**config.mk**
```make
export PLATFORM = sky130hd
export DESIGN_NAME = qrss_gen
export DESIGN_NICKNAME = d
export VERILOG_FILES = /design/src/rtl/qrss_pkg.sv /design/src/rtl/qrss_datapath.sv /design/src/rtl/qrss_control.sv /design/src/rtl/qrss_gen.sv
export SDC_FILE = /design/constraint.sdc
export NUM_CORES = 1
export LEC_CHECK = 0
export BUFFER_PORTS_ARGS = -buffer_cell sky130_fd_sc_hd__buf_2
export CORE_UTILIZATION = 50
export DETAILED_ROUTE_END_ITERATION = 12
export GPL_TIMING_DRIVEN = 0
export PLACE_DENSITY_LB_ADDON = 0.15
export SLEW_MARGIN = 5
export SYNTH_ARGS = -nofsm -noshare
export SYNTH_HDL_FRONTEND = slang
export SYNTH_SLANG_ARGS = --single-unit
```
**constraint.sdc**
```tcl
create_clock -name clk -period 4.7 [get_ports clk]
set_input_delay 0.47 -clock clk [delete_from_list [all_inputs] [get_ports clk]]
set_output_delay 0.47 -clock clk [all_outputs]
set_load 0.05 [all_outputs]
```
**src/rtl/qrss_pkg.sv**
```systemverilog
package qrss_pkg;

  typedef enum logic [1:0] {
    ST_GEN   = 2'd0,
    ST_ACQ   = 2'd1,
    ST_TRACK = 2'd2
  } qrssState_e;

  // strobes from control to datapath
  typedef struct packed {
    logic seedLoad;
    logic genShift;
    logic rxShift;
    logic compare;
  } qrssCtl_t;

endpackage

```
**src/rtl/qrss_datapath.sv**
```systemverilog
module qrss_datapath
  import qrss_pkg::*;
#(
  parameter int STAGES = 20,
  parameter int TAP    = 17,
  parameter int ZRUN   = 14,
  parameter int ERR_W  = 16
) (
  input  logic              clk,
  input  logic              rst,
  input  qrssCtl_t          ctl,
  input  logic [STAGES-1:0] seedVal,
  input  logic              rxBit,
  output logic              txBit,
  output logic              mismatch,
  output logic [ERR_W-1:0]  errCount
);

  localparam logic [ERR_W-1:0] ERR_MAX = '1;
  localparam int ZC_W = $clog2(ZRUN + 2);
  localparam logic [ZC_W-1:0] ZC_LIMIT = ZC_W'(ZRUN);

  logic [STAGES:1] shiftReg;
  logic [STAGES:1] rxDelay;
  logic            feedback;
  logic            zeroWindow;

  assign feedback   = shiftReg[TAP] ^ shiftReg[STAGES];
  assign zeroWindow = ~|shiftReg[STAGES-1:STAGES-ZRUN];
  assign txBit      = shiftReg[STAGES] | zeroWindow;
  assign mismatch   = txBit ^ rxDelay[STAGES];

  always_ff @(posedge clk) begin
    if (rst) begin
      shiftReg <= '1;
    end else if (ctl.seedLoad) begin
      shiftReg <= (seedVal == '0) ? '1 : seedVal;
    end else if (ctl.genShift) begin
      shiftReg <= {shiftReg[STAGES-1:1], feedback};
    end else if (ctl.rxShift) begin
      shiftReg <= {shiftReg[STAGES-1:1], rxBit};
    end
  end

  always_ff @(posedge clk) begin
    if (rst) begin
      rxDelay <= '0;
    end else if (ctl.rxShift || ctl.compare) begin
      rxDelay <= {rxDelay[STAGES-1:1], rxBit};
    end
  end

  always_ff @(posedge clk) begin
    if (rst) begin
      errCount <= '0;
    end else if (ctl.compare && mismatch && (errCount != ERR_MAX)) begin
      errCount <= errCount + 1'b1;
    end
  end

  // checker-side run counter of zero bits shifted out
  logic [ZC_W-1:0] zeroCnt;
  always_ff @(posedge clk) begin
    if (rst || ctl.seedLoad) begin
      zeroCnt <= '0;
    end else if (ctl.genShift || ctl.rxShift) begin
      zeroCnt <= txBit ? '0 : zeroCnt + 1'b1;
    end
  end

  assert_zero_run_R3: assert property (@(posedge clk) disable iff (rst)
    zeroCnt <= ZC_LIMIT);

  assert_hold_R4: assert property (@(posedge clk) disable iff (rst)
    !(ctl.genShift || ctl.rxShift || ctl.seedLoad) |=> $stable(txBit));

  assert_seed_top_R5: assert property (@(posedge clk) disable iff (rst)
    ctl.seedLoad |=> shiftReg[STAGES] ==
      (($past(seedVal) == '0) ? 1'b1 : $past(seedVal[STAGES-1])));

  assert_err_step_R7: assert property (@(posedge clk) disable iff (rst)
    (ctl.compare && mismatch && errCount != ERR_MAX) |=>
      errCount == $past(errCount) + 1'b1);

  assert_no_decrease_R8: assert property (@(posedge clk) disable iff (rst)
    1'b1 |=> (errCount - $past(errCount)) <= 1);

endmodule

```
**src/rtl/qrss_control.sv**
```systemverilog
module qrss_control
  import qrss_pkg::*;
#(
  parameter int STAGES    = 20,
  parameter int WIN       = 64,
  parameter int ERR_LIMIT = 6
) (
  input  logic     clk,
  input  logic     rst,
  input  logic     bitEn,
  input  logic     chkMode,
  input  logic     seedLoadIn,
  input  logic     mismatch,
  output qrssCtl_t ctl,
  output logic     locked,
  output logic     syncLost
);

  localparam int ACQ_W  = $clog2(STAGES);
  localparam int WIN_W  = $clog2(WIN);
  localparam int WERR_W = $clog2(ERR_LIMIT + 1);
  localparam logic [ACQ_W-1:0]  ACQ_LAST = ACQ_W'(STAGES - 1);
  localparam logic [WIN_W-1:0]  WIN_LAST = WIN_W'(WIN - 1);
  localparam logic [WERR_W-1:0] ERR_LIM  = WERR_W'(ERR_LIMIT);

  qrssState_e        state;
  logic [ACQ_W-1:0]  acqCnt;
  logic [WIN_W-1:0]  winCnt;
  logic [WERR_W-1:0] winErr;

  always_comb begin
    ctl.seedLoad = (state == ST_GEN) && seedLoadIn;
    ctl.genShift = bitEn && (((state == ST_GEN) && !seedLoadIn) || (state == ST_TRACK));
    ctl.rxShift  = bitEn && (state == ST_ACQ);
    ctl.compare  = bitEn && (state == ST_TRACK);
  end

  assign locked = (state == ST_TRACK);

  always_ff @(posedge clk) begin
    if (rst) begin
      state    <= ST_GEN;
      acqCnt   <= '0;
      winCnt   <= '0;
      winErr   <= '0;
      syncLost <= 1'b0;
    end else begin
      syncLost <= 1'b0;
      if (!chkMode) begin
        state <= ST_GEN;
      end else begin
        unique case (state)
          ST_GEN: begin
            state  <= ST_ACQ;
            acqCnt <= '0;
          end
          ST_ACQ: begin
            if (bitEn) begin
              if (acqCnt == ACQ_LAST) begin
                state  <= ST_TRACK;
                winCnt <= '0;
                winErr <= '0;
              end else begin
                acqCnt <= acqCnt + 1'b1;
              end
            end
          end
          ST_TRACK: begin
            if (bitEn) begin
              if (mismatch && (winErr == ERR_LIM)) begin
                syncLost <= 1'b1;
                state    <= ST_ACQ;
                acqCnt   <= '0;
              end else if (winCnt == WIN_LAST) begin
                winCnt <= '0;
                winErr <= '0;
              end else begin
                winCnt <= winCnt + 1'b1;
                winErr <= winErr + WERR_W'(mismatch);
              end
            end
          end
          default: state <= ST_GEN;
        endcase
      end
    end
  end

  assert_lock_on_strobe_R6: assert property (@(posedge clk) disable iff (rst)
    $rose(locked) |-> $past(bitEn) && $past(chkMode));

  assert_lost_pulse_R9: assert property (@(posedge clk) disable iff (rst)
    syncLost |=> !syncLost);

  assert_lost_unlocks_R9: assert property (@(posedge clk) disable iff (rst)
    syncLost |-> !locked);

  assert_mode_exit_R10: assert property (@(posedge clk) disable iff (rst)
    !chkMode |=> !locked);

endmodule

```
**src/rtl/qrss_gen.sv**
```systemverilog
module qrss_gen
  import qrss_pkg::*;
#(
  parameter int STAGES    = 20,
  parameter int TAP       = 17,
  parameter int ZRUN      = 14,
  parameter int ERR_W     = 16,
  parameter int WIN       = 64,
  parameter int ERR_LIMIT = 6
) (
  input  logic              clk,
  input  logic              rst,
  input  logic              bitEn,
  input  logic              chkMode,
  input  logic              seedLoad,
  input  logic [STAGES-1:0] seedVal,
  input  logic              rxBit,
  output logic              txBit,
  output logic [ERR_W-1:0]  errCount,
  output logic              locked,
  output logic              syncLost
);

  qrssCtl_t ctl;
  logic     mismatch;

  qrss_control #(
    .STAGES(STAGES), .WIN(WIN), .ERR_LIMIT(ERR_LIMIT)
  ) control_i (
    .clk(clk), .rst(rst), .bitEn(bitEn), .chkMode(chkMode),
    .seedLoadIn(seedLoad), .mismatch(mismatch), .ctl(ctl),
    .locked(locked), .syncLost(syncLost)
  );

  qrss_datapath #(
    .STAGES(STAGES), .TAP(TAP), .ZRUN(ZRUN), .ERR_W(ERR_W)
  ) datapath_i (
    .clk(clk), .rst(rst), .ctl(ctl), .seedVal(seedVal), .rxBit(rxBit),
    .txBit(txBit), .mismatch(mismatch), .errCount(errCount)
  );

endmodule

```
* Word level (Yosys, flattened, before mapping) *
Cells that the tools add are included.

word-level totals
  register bits after elaboration = 73
  bits of input ports = 26
  output and inout bits = 19
  logic and storage cells = 80

cells by class
  add/sub/neg operators = 4
  equal/unequal tests = 12
  multiplexer cells = 27
  bitwise gates (word level) = 6
  reductions and logical operators = 23

operators with widths
  kind                                            count
  two-way mux 20 bit                              4
  two-way mux 6 bit                               5
  zero test 20 bit                                1
  two-way mux 5 bit                               4
  adder 16 x 1 -> 16 bit (second input constant)  1
  != test 16 bit (second input constant)          1
  two-way mux 3 bit                               5
  one-hot mux 5 bit (3 select lines)              1
  OR reduction 14 bit                             1
  one-hot mux 6 bit (2 select lines)              1
  AND reduction 6 bit                             2
  != test 2 bit (second input constant)           5
  logical AND 1 bit                               8
  two-way mux 2 bit                               4
  adder 6 x 1 -> 6 bit (second input constant)    1
  equality test 6 bit (second input constant)     1
  one-hot mux 2 bit (3 select lines)              1
  one-hot mux 3 bit (2 select lines)              1
  nonzero test 3 bit                              2
  adder 5 x 1 -> 5 bit (second input constant)    1
  equality test 5 bit (second input constant)     1
  AND reduction 4 bit                             1
  OR reduction 4 bit                              1
  adder 3 x 1 -> 3 bit                            1
  other kinds (13)                                18

* Longest topological paths before layout *
Gate-level depths: netlist (run 1).

  word-level depth = 9
  depth in mapped cells = 9
  gate-level depth less buffers = 9

* Hierarchy *
Synthesis (run 1) repeated with hierarchy kept, for this count alone.

unflattened totals
  cell total of the unflattened synthesis = 416
  area, all modules = 3,432.0 um^2

modules (own cells, without submodules)
  module         instances  cells an instance  area an instance (um^2)  seq. area each (um^2)
  qrss_datapath  1          310                2,503.7                  1,121.1
  qrss_control   1          106                928.4                    340.3

* Worst setup path before layout (run 1) *
No wires, ideal clock.

  kind = flip-flop to flip-flop
  start = reg datapath_i.shiftReg[19] (netlist bit)
  end = reg control_i.winErr[2]
  setup time = 0.087 ns
  data arrival time = 2.899 ns
  data required time = 4.613 ns
  setup slack = 1.714 ns
  stages on the path, launching flop included = 10
  buffers on the path = 0
  period minus slack after synthesis = 2.986 ns
  path through = dfxtp_1 nor4_1 nand2_1 o21ai_0 xor2_1 ha_1 ha_1 nor4_1 a31oi_1 o31ai_1

between the ends
  word-level cells in the longest chain between the ends = 9
  elaborated cells between the ends (all ways) = 12
  those cells by class = add/sub (1); eq/ne (1); mux (4); bitwise (2); reduce/logical (4)

ends and longest elaborated chain
  element                             line                 source
  start, declared                     qrss_datapath.sv:23  logic [STAGES:1] shiftReg;
  start signal, assigned              qrss_datapath.sv:37  shiftReg <= (seedVal == '0) ? '1 : seedVal;
  start signal, assigned              qrss_datapath.sv:39  shiftReg <= {shiftReg[STAGES-1:1], feedback};
  start signal, assigned              qrss_datapath.sv:41  shiftReg <= {shiftReg[STAGES-1:1], rxBit};
  OR reduction 14 bit *               qrss_datapath.sv:29  assign zeroWindow = ~|shiftReg[STAGES-1:STAGES-ZRUN];
  zero test 1 bit *                   qrss_datapath.sv:29
  bitwise OR 1 bit *                  qrss_datapath.sv:30  assign txBit = shiftReg[STAGES] | zeroWindow;
  named net txBit                     qrss_gen.sv:18       output logic txBit,
  XOR 1 bit *                         qrss_datapath.sv:31  assign mismatch = txBit ^ rxDelay[STAGES];
  adder 3 x 1 -> 3 bit                qrss_control.sv:79   winErr <= winErr + WERR_W'(mismatch);
  two-way mux 3 bit                   qrss_control.sv:74   end else if (winCnt == WIN_LAST) begin
  two-way mux 3 bit                   qrss_control.sv:70   if (mismatch && (winErr == ERR_LIM)) begin
  two-way mux 3 bit                   qrss_control.sv:69   if (bitEn) begin
  one-hot mux 3 bit (2 select lines)  qrss_control.sv:52   unique case (state)
  end signal, assigned                qrss_control.sv:79
  end, declared                       qrss_control.sv:29   logic [WERR_W-1:0] winErr;

The timed path passes the listed nets; every way through them passes the cells marked *. The select of a mux whose other input is x is not followed.
A chain may end at the register's enable or synchronous reset.

* Worst setup path in the final report (run 1) *
  start = reg datapath_i.shiftReg[10] (netlist bit)
  end = out txBit

between the ends
  word-level cells in the longest chain between the ends = 3

ends and longest elaborated chain
  element              line
  OR reduction 14 bit  qrss_datapath.sv:29
  zero test 1 bit      qrss_datapath.sv:29
  bitwise OR 1 bit     qrss_datapath.sv:30
  end, declared        qrss_gen.sv:18

No other way between the ends.

==> results.toml, run 1 <==
[setup_path]
cp-start-kind = "flip-flop"
worstSetupPathType = "reg -> out"
critPathSlowestCell = "dfxtp_1"
end_kind = "primary output"
path_max_fanout = 5
crit_chain = "nor4_1 > nand2_1 > o21ai_0 > buf_2"
required_ns = 4.23
critical-path-max-stage-delay_ns = 0.34
worstPathArrival_ns = 1.94

[logic_synthesis]
synth_seq_area_share = 0.412
yosysTopAreaCell = "dfxtp_1"
postSynthAreaPerCell_um2 = 8.16
synth-seq-cells = 73
synth_warnings = 0
synthesis.nets = 466
ys.flop_type = "dfxtp_1"
synth_area_um2 = 3550
synthTopCellsByArea = "dfxtp_1, nand2_1, a21oi_1"
synthArstFlopShare = 0
synth_cells = 435
synth_edf_count = 0
synth_top_area_frac = 0.412
synth_cell_types = 57

[global_route]
grt_max_degree = 16
grt_antenna_before_repair = 0
track_usage = 0.235
grt_pass1_wl_mm = 13.9
grt_pass1_vias = 3061
overflow = 0

[layout]
area_delta_synth_final_pct = 15.2
post-route-util = 0.599
fin_cells = 590
diodes = 0
layout-drive-gt1-share = 0.164
final_nets = 520

[clocking]
cts-resized-gates = 0
cts_tree = "built"
insertion_delay_ns = 0.35
cts.htree.levels = 3
postCtsSetupBuffers = 0
cts.clk_slew.worst_paths_ns = 0.09
clockBufferDepth = 2
cts_hold_buf = 0
cts_buffers = 9
clock_sinks = 73
cts_root_buf = "clkbuf_8"

[min_path]
min_path_type = "in -> reg"

[timing]
setup_viol = 0
clock.fmax_mhz = 416
fin_crit_ns = 2.41
worst_pin_slew_ns = 0.847
finalCritPeriodShare = 0.512
slew_headroom = 0.427
hold_viol = 0
slew_violations = 0
fin_tns_setup_ns = 0
skew_ns = 0.00863
rsz0062_at_grt = "no"

[floorplanning]
std_cell_rows = 30
die_h_um = 86.3
io_pins = 45
dieArea_um2 = 7440
die_w_um = 86.3
fp.coreArea_um2 = 6830
initial_utilization = 0.520

[placement]
portBuffers = 43
globalplace.congestion = 0.827
dp.final_hpwl_mm = 6.00
placed_cells_incl_taps = 574

[detailed_routing]
drt-wirelength-per-cell_um = 13.9
ant_nets = 0
drc = 0
drt-initial-drc-count = 136
vias = 3375
wl_mm = 8.20
vias_per_cell = 5.72
dr.pass1.iters = 5

[run]
cap_violations = 0

[power]
irDropWorstVdd_mv = 0.207
power.density_nw_per_um2 = 311
p_leak_nw = 1.52

[run_status]
status = "complete, no violations"
cell usage in the layout (no fill, tap or decap), drive strengths merged, types with 13 or more instances in the layout:
cell type,count
a21oi,35
buf,46
clkbuf,32
dfxtp,73
inv,14
nand2,79
nand3,13
nor2,22
o211ai,16
o21ai,19
o22ai,21
final timing paths:
check | start | end | slack, ns | depth (start not counted)
worst max register to register | datapath_i.shiftReg[10]$_SDFFE_PP1P_ | control_i.winErr[2]$_SDFFE_PP0P_ | 2.40 | 9
worst min-delay path | rxBit | datapath_i.rxDelay[1]$_SDFFE_PP0P_ | 0.39 | 3
worst min register to register | datapath_i.rxDelay[15]$_SDFFE_PP0P_ | datapath_i.rxDelay[16]$_SDFFE_PP0P_ | 0.45 | 2
worst max-delay path | datapath_i.shiftReg[10]$_SDFFE_PP1P_ | txBit | 2.29 | 4
cells by family after synthesis:
kind of cell,after synthesis,synth area share
simple gates,182,0.261
compound gates,123,0.221
flops,73,0.412
buf+inv,38,0.0437
mux,12,0.0398
fa+ha+maj,5,0.0176
xor+xnor,2,0.00493
layout make-up:
class | instances | area, um2
fillers | 654 | 2740
multi-input cells | 324 | 1930
flip-flops and latches | 73 | 1460
repair buffers | 43 | 215
clock buffers | 9 | 124
well taps | 96 | 120
plain buffers | 26 | 109
clock inverters | 7 | 81.3
inverters | 12 | 46.3
metal layers:
layer,part of all wire,vias up,GRT usage
met3,0.049,13,0.0362
met4,0.018,0,0.0985
met5,0,-,0
met1,0.48,1555,0.322
met2,0.46,96,0.369
li1,-,1711,-
synth_stat cells, drive strengths merged, types with 7 or more instances:
library cell  instances
a21oi                35
and3                 10
clkbuf               23
dfxtp                73
inv                  10
mux2                  7
nand2                79
nand3                13
nor2                 22
nor2b                 9
nor3                 10
nor4                 10
o211ai               16
o21ai                19
o22ai                21
o31ai                 7
sequential cells by signal (all words and copies together) (netlist names):
| register | cells |
|---|---|
| datapath_i.errCount | 16 |
| control_i.acqCnt | 5 |
| control_i.winErr | 3 |
| datapath_i.rxDelay | 20 |
| datapath_i.shiftReg | 20 |
| control_i.state | 2 |
| control_i.syncLost | 1 |
| control_i.winCnt | 6 |
report_power, final:
part	switching [mW]	internal (mW)	total, mW
clock network	0.265	0.254	0.519
registers	0.0138	0.634	0.648
logic	0.0659	0.0378	0.104
total	0.345	0.926	1.27
critical path: cells and delay by family, from the launching register on:
kind	cells	cell delay [ns]
buffers and inverters	1	0.33
AOI/OAI and AO/OA	1	0.34
and+or+nand+nor	2	0.58
DFF	1	0.34
through the flow:
stage	setup slack (ns)	power, mW	area (um2)	hold WS (ns)
6_report	2.29	1.27	4090	0.390
2_1_floorplan	1.71	0.729	3550	0.432
5_1_grt	2.18	1.32	4090	0.395
3_5_place_dp	2.39	0.765	3890	0.442
4_1_cts	2.24	1.28	4090	0.378
3_3_place_gp	2.47	0.763	3890	0.436
Note: power is estimated with default switching activity, not from simulation.
==> inputs of run 2 (changes only) <==
- ABC_AREA: unset -> 1
- clock period: 4.7 -> 2.3 ns (I/O delays scaled with it)
==> results.toml, run 2 <==
[run_status]
status = "complete, no violations"

[floorplanning]
fp.coreArea_um2 = 7250
dieArea_um2 = 7860
std_cell_rows = 31
die_w_um = 88.7
io_pins = 45
initial_utilization = 0.518
die_h_um = 88.7

[logic_synthesis]
yosys-top-cells-count = "nor2_1, dfxtp_1, nand2_1"
synthMuxAreaShare = 0
synth-seq-cells = 73
synth-compound-area-share = 0.172
synthArstFlopShare = 0
synth_edf_count = 0
yosys.area_share.adder = 0.0167
synthXorXnorAreaFrac = 0.0350
synth_seq_area_share = 0.389
synth_top_area_frac = 0.389
synth_warnings = 0
yosysTopAreaCell = "dfxtp_1"
synth_top_family_by_area = "simple AND/OR/NAND/NOR gates"
ys.flop_type = "dfxtp_1"
synth_simple_gate_area_frac = 0.311
synthesis.nets = 554
synthTopCellsByArea = "dfxtp_1, nor2_1, nand2_1"
synth_cell_types = 39
synth_most_common_cell = "nor2_1"
postSynthAreaPerCell_um2 = 7.18
synth_cells = 523
synth_area_um2 = 3760

[layout]
final-seq-area_um2 = 1460
mostFrequentLayoutCells = "nor2_1, dfxtp_1, nand2_1, a21oi_1, buf_2"
fin_area_um2 = 4350
diodes = 0
final_nets = 607
reg.largest.list = "datapath_i.rxDelay (20), datapath_i.shiftReg (20), datapath_i.errCount (16)"
fillers = 721
layout-drive-gt1-share = 0.174
layout_commonest_cell = "nor2_1"
multi_input_area_um2 = 2010
area_delta_synth_final_pct = 15.7

[timing]
finalCritPeriodShare = 0.910
worst_pin_slew_ns = 0.489
fin_crit_ns = 2.09
setup_viol = 0
slew_headroom = 0.674
hold_viol = 0
rsz0062_at_grt = "no"
slew_violations = 0
fin_tns_setup_ns = 0
whs_ns = 0.134
clock.fmax_mhz = 478
skew_ns = 0.00553

[global_route]
grt_pass1_vias = 3225
grt_max_degree = 14
grt_pass1_wl_mm = 14.8
track_usage = 0.242
grt_antenna_before_repair = 0
overflow = 0

[clocking]
cts.clk_slew.worst_paths_ns = 0.08
cts.htree.levels = 3
cts_buffers = 9
postCtsSetupBuffers = 0
cts_tree = "built"
clock_sinks = 73
insertion_delay_ns = 0.35
cts_hold_buf = 0
clockBufferDepth = 2
cts_root_buf = "clkbuf_8"

[detailed_routing]
drc = 0
dr.pass1.iters = 4
ant_nets = 0
wl_mm = 8.74
vias_per_cell = 5.35
drt-wirelength-per-cell_um = 12.9
vias = 3640
drt-initial-drc-count = 197

[min_path]
min_path_type = "in -> reg"

[power]
power.density_nw_per_um2 = 686
finalPower_mw = 2.98
irDropWorstVdd_mv = 0.419
p_leak_nw = 1.87

[run]
cap_violations = 0

[placement]
globalplace.congestion = 0.868
place_area_um2 = 4100
portBuffers = 43
dp.final_hpwl_mm = 6.23

[setup_path]
worstSetupPathType = "reg -> reg"
worstPathArrival_ns = 2.34
end_kind = "flip-flop"
path_max_fanout = 17
cp-start-kind = "flip-flop"
required_ns = 2.54
run 2: cell count changes after synthesis, moves of 15 or more:
cell	delta
a21oi_1	+17
clkbuf_1	-15
inv_1	+19
nand4_1	+15
nor2_1	+80
o211ai_1	-16
o21ai_0	+16
run 2: worst max-delay path, stage by stage (launching register included):
cell and delay, ns:
dfxtp_1 0.33, nor2_1 0.11, nand2_1 0.07, nor2_1 0.14, nand2_1 0.10, nand2_2 0.08
nand2_1 0.06, and2_1 0.13, buf_4 0.20, ha_1 0.20, ha_1 0.18, xor2_1 0.14
nand2_1 0.06, nand3_1 0.07, nand2_1 0.08, nor2_1 0.04
run 2: cells by family (layout without fill, tap and decap cells):
| logic type | Yosys count | after routing |
|---|---|---|
| flip-flops | 73 | 73 |
| adder cells (fa/ha/maj) | 5 | 5 |
| AO/OA/AOI/OAI | 120 | 120 |
| buffers and inverters | 60 | 118 |
| XOR/XNOR | 15 | 15 |
| AND/OR/NAND/NOR | 250 | 250 |
run 2: final cells by class:
type | count | area share
Multi-Input combinational cell | 390 | 0.463
Clock buffer | 10 | 0.0317
Inverter | 35 | 0.0308
Timing Repair Buffer | 43 | 0.0495
Buffer | 24 | 0.0340
Sequential cell | 73 | 0.336
Clock inverter | 6 | 0.0265
Tap cell | 99 | 0.0285
run 2: power breakdown:
| part | internal (mW) | leakage (nW) | switching (mW) |
|---|---|---|---|
| Clock | 0.754 | 0.123 | 0.511 |
| Combinational | 0.125 | 1.15 | 0.211 |
| Sequential | 1.33 | 0.597 | 0.0487 |
| Total | 2.21 | 1.87 | 0.771 |
run 2: through the flow:
step	std cells	setup WS [ns]	util
floorplan	523	0.0914	-
global placement	665	0.0651	0.565
detailed placement	665	0.0486	0.565
CTS	681	0.0317	0.599
global route	680	0.0331	0.599
finish	680	0.206	0.599
run 2: what timing repair did:
action	4_1_cts	5_1_grt
setup endpoints to repair	0	2
endpoints found under the hold margin	0	0
gates resized for setup	0	1
run 2: path summary, 6_finish.rpt:
check / slack [ns] / end / from / depth (start not counted)
setup / recovery: 0.21 / control_i.winErr[2]$_SDFFE_PP0P_ / datapath_i.shiftReg[6]$_SDFFE_PP1P_ / 15
hold / removal: 0.13 / datapath_i.shiftReg[18]$_SDFFE_PP1P_ / seedVal[17] / 3
setup reg to reg: 0.21 / control_i.winErr[2]$_SDFFE_PP0P_ / datapath_i.shiftReg[6]$_SDFFE_PP1P_ / 15
hold reg to reg: 0.48 / datapath_i.shiftReg[2]$_SDFFE_PP1P_ / datapath_i.shiftReg[2]$_SDFFE_PP1P_ / 2
run 2: metal layers:
layer / wire length, um / global-route usage / up-vias
met1: 4030 / 0.319 / 1676
met4: 149 / 0.0792 / 0
met3: 430 / 0.0532 / 12
met2: 4130 / 0.394 / 84
li1: - / - / 1868
met5: 0 / 0 / -
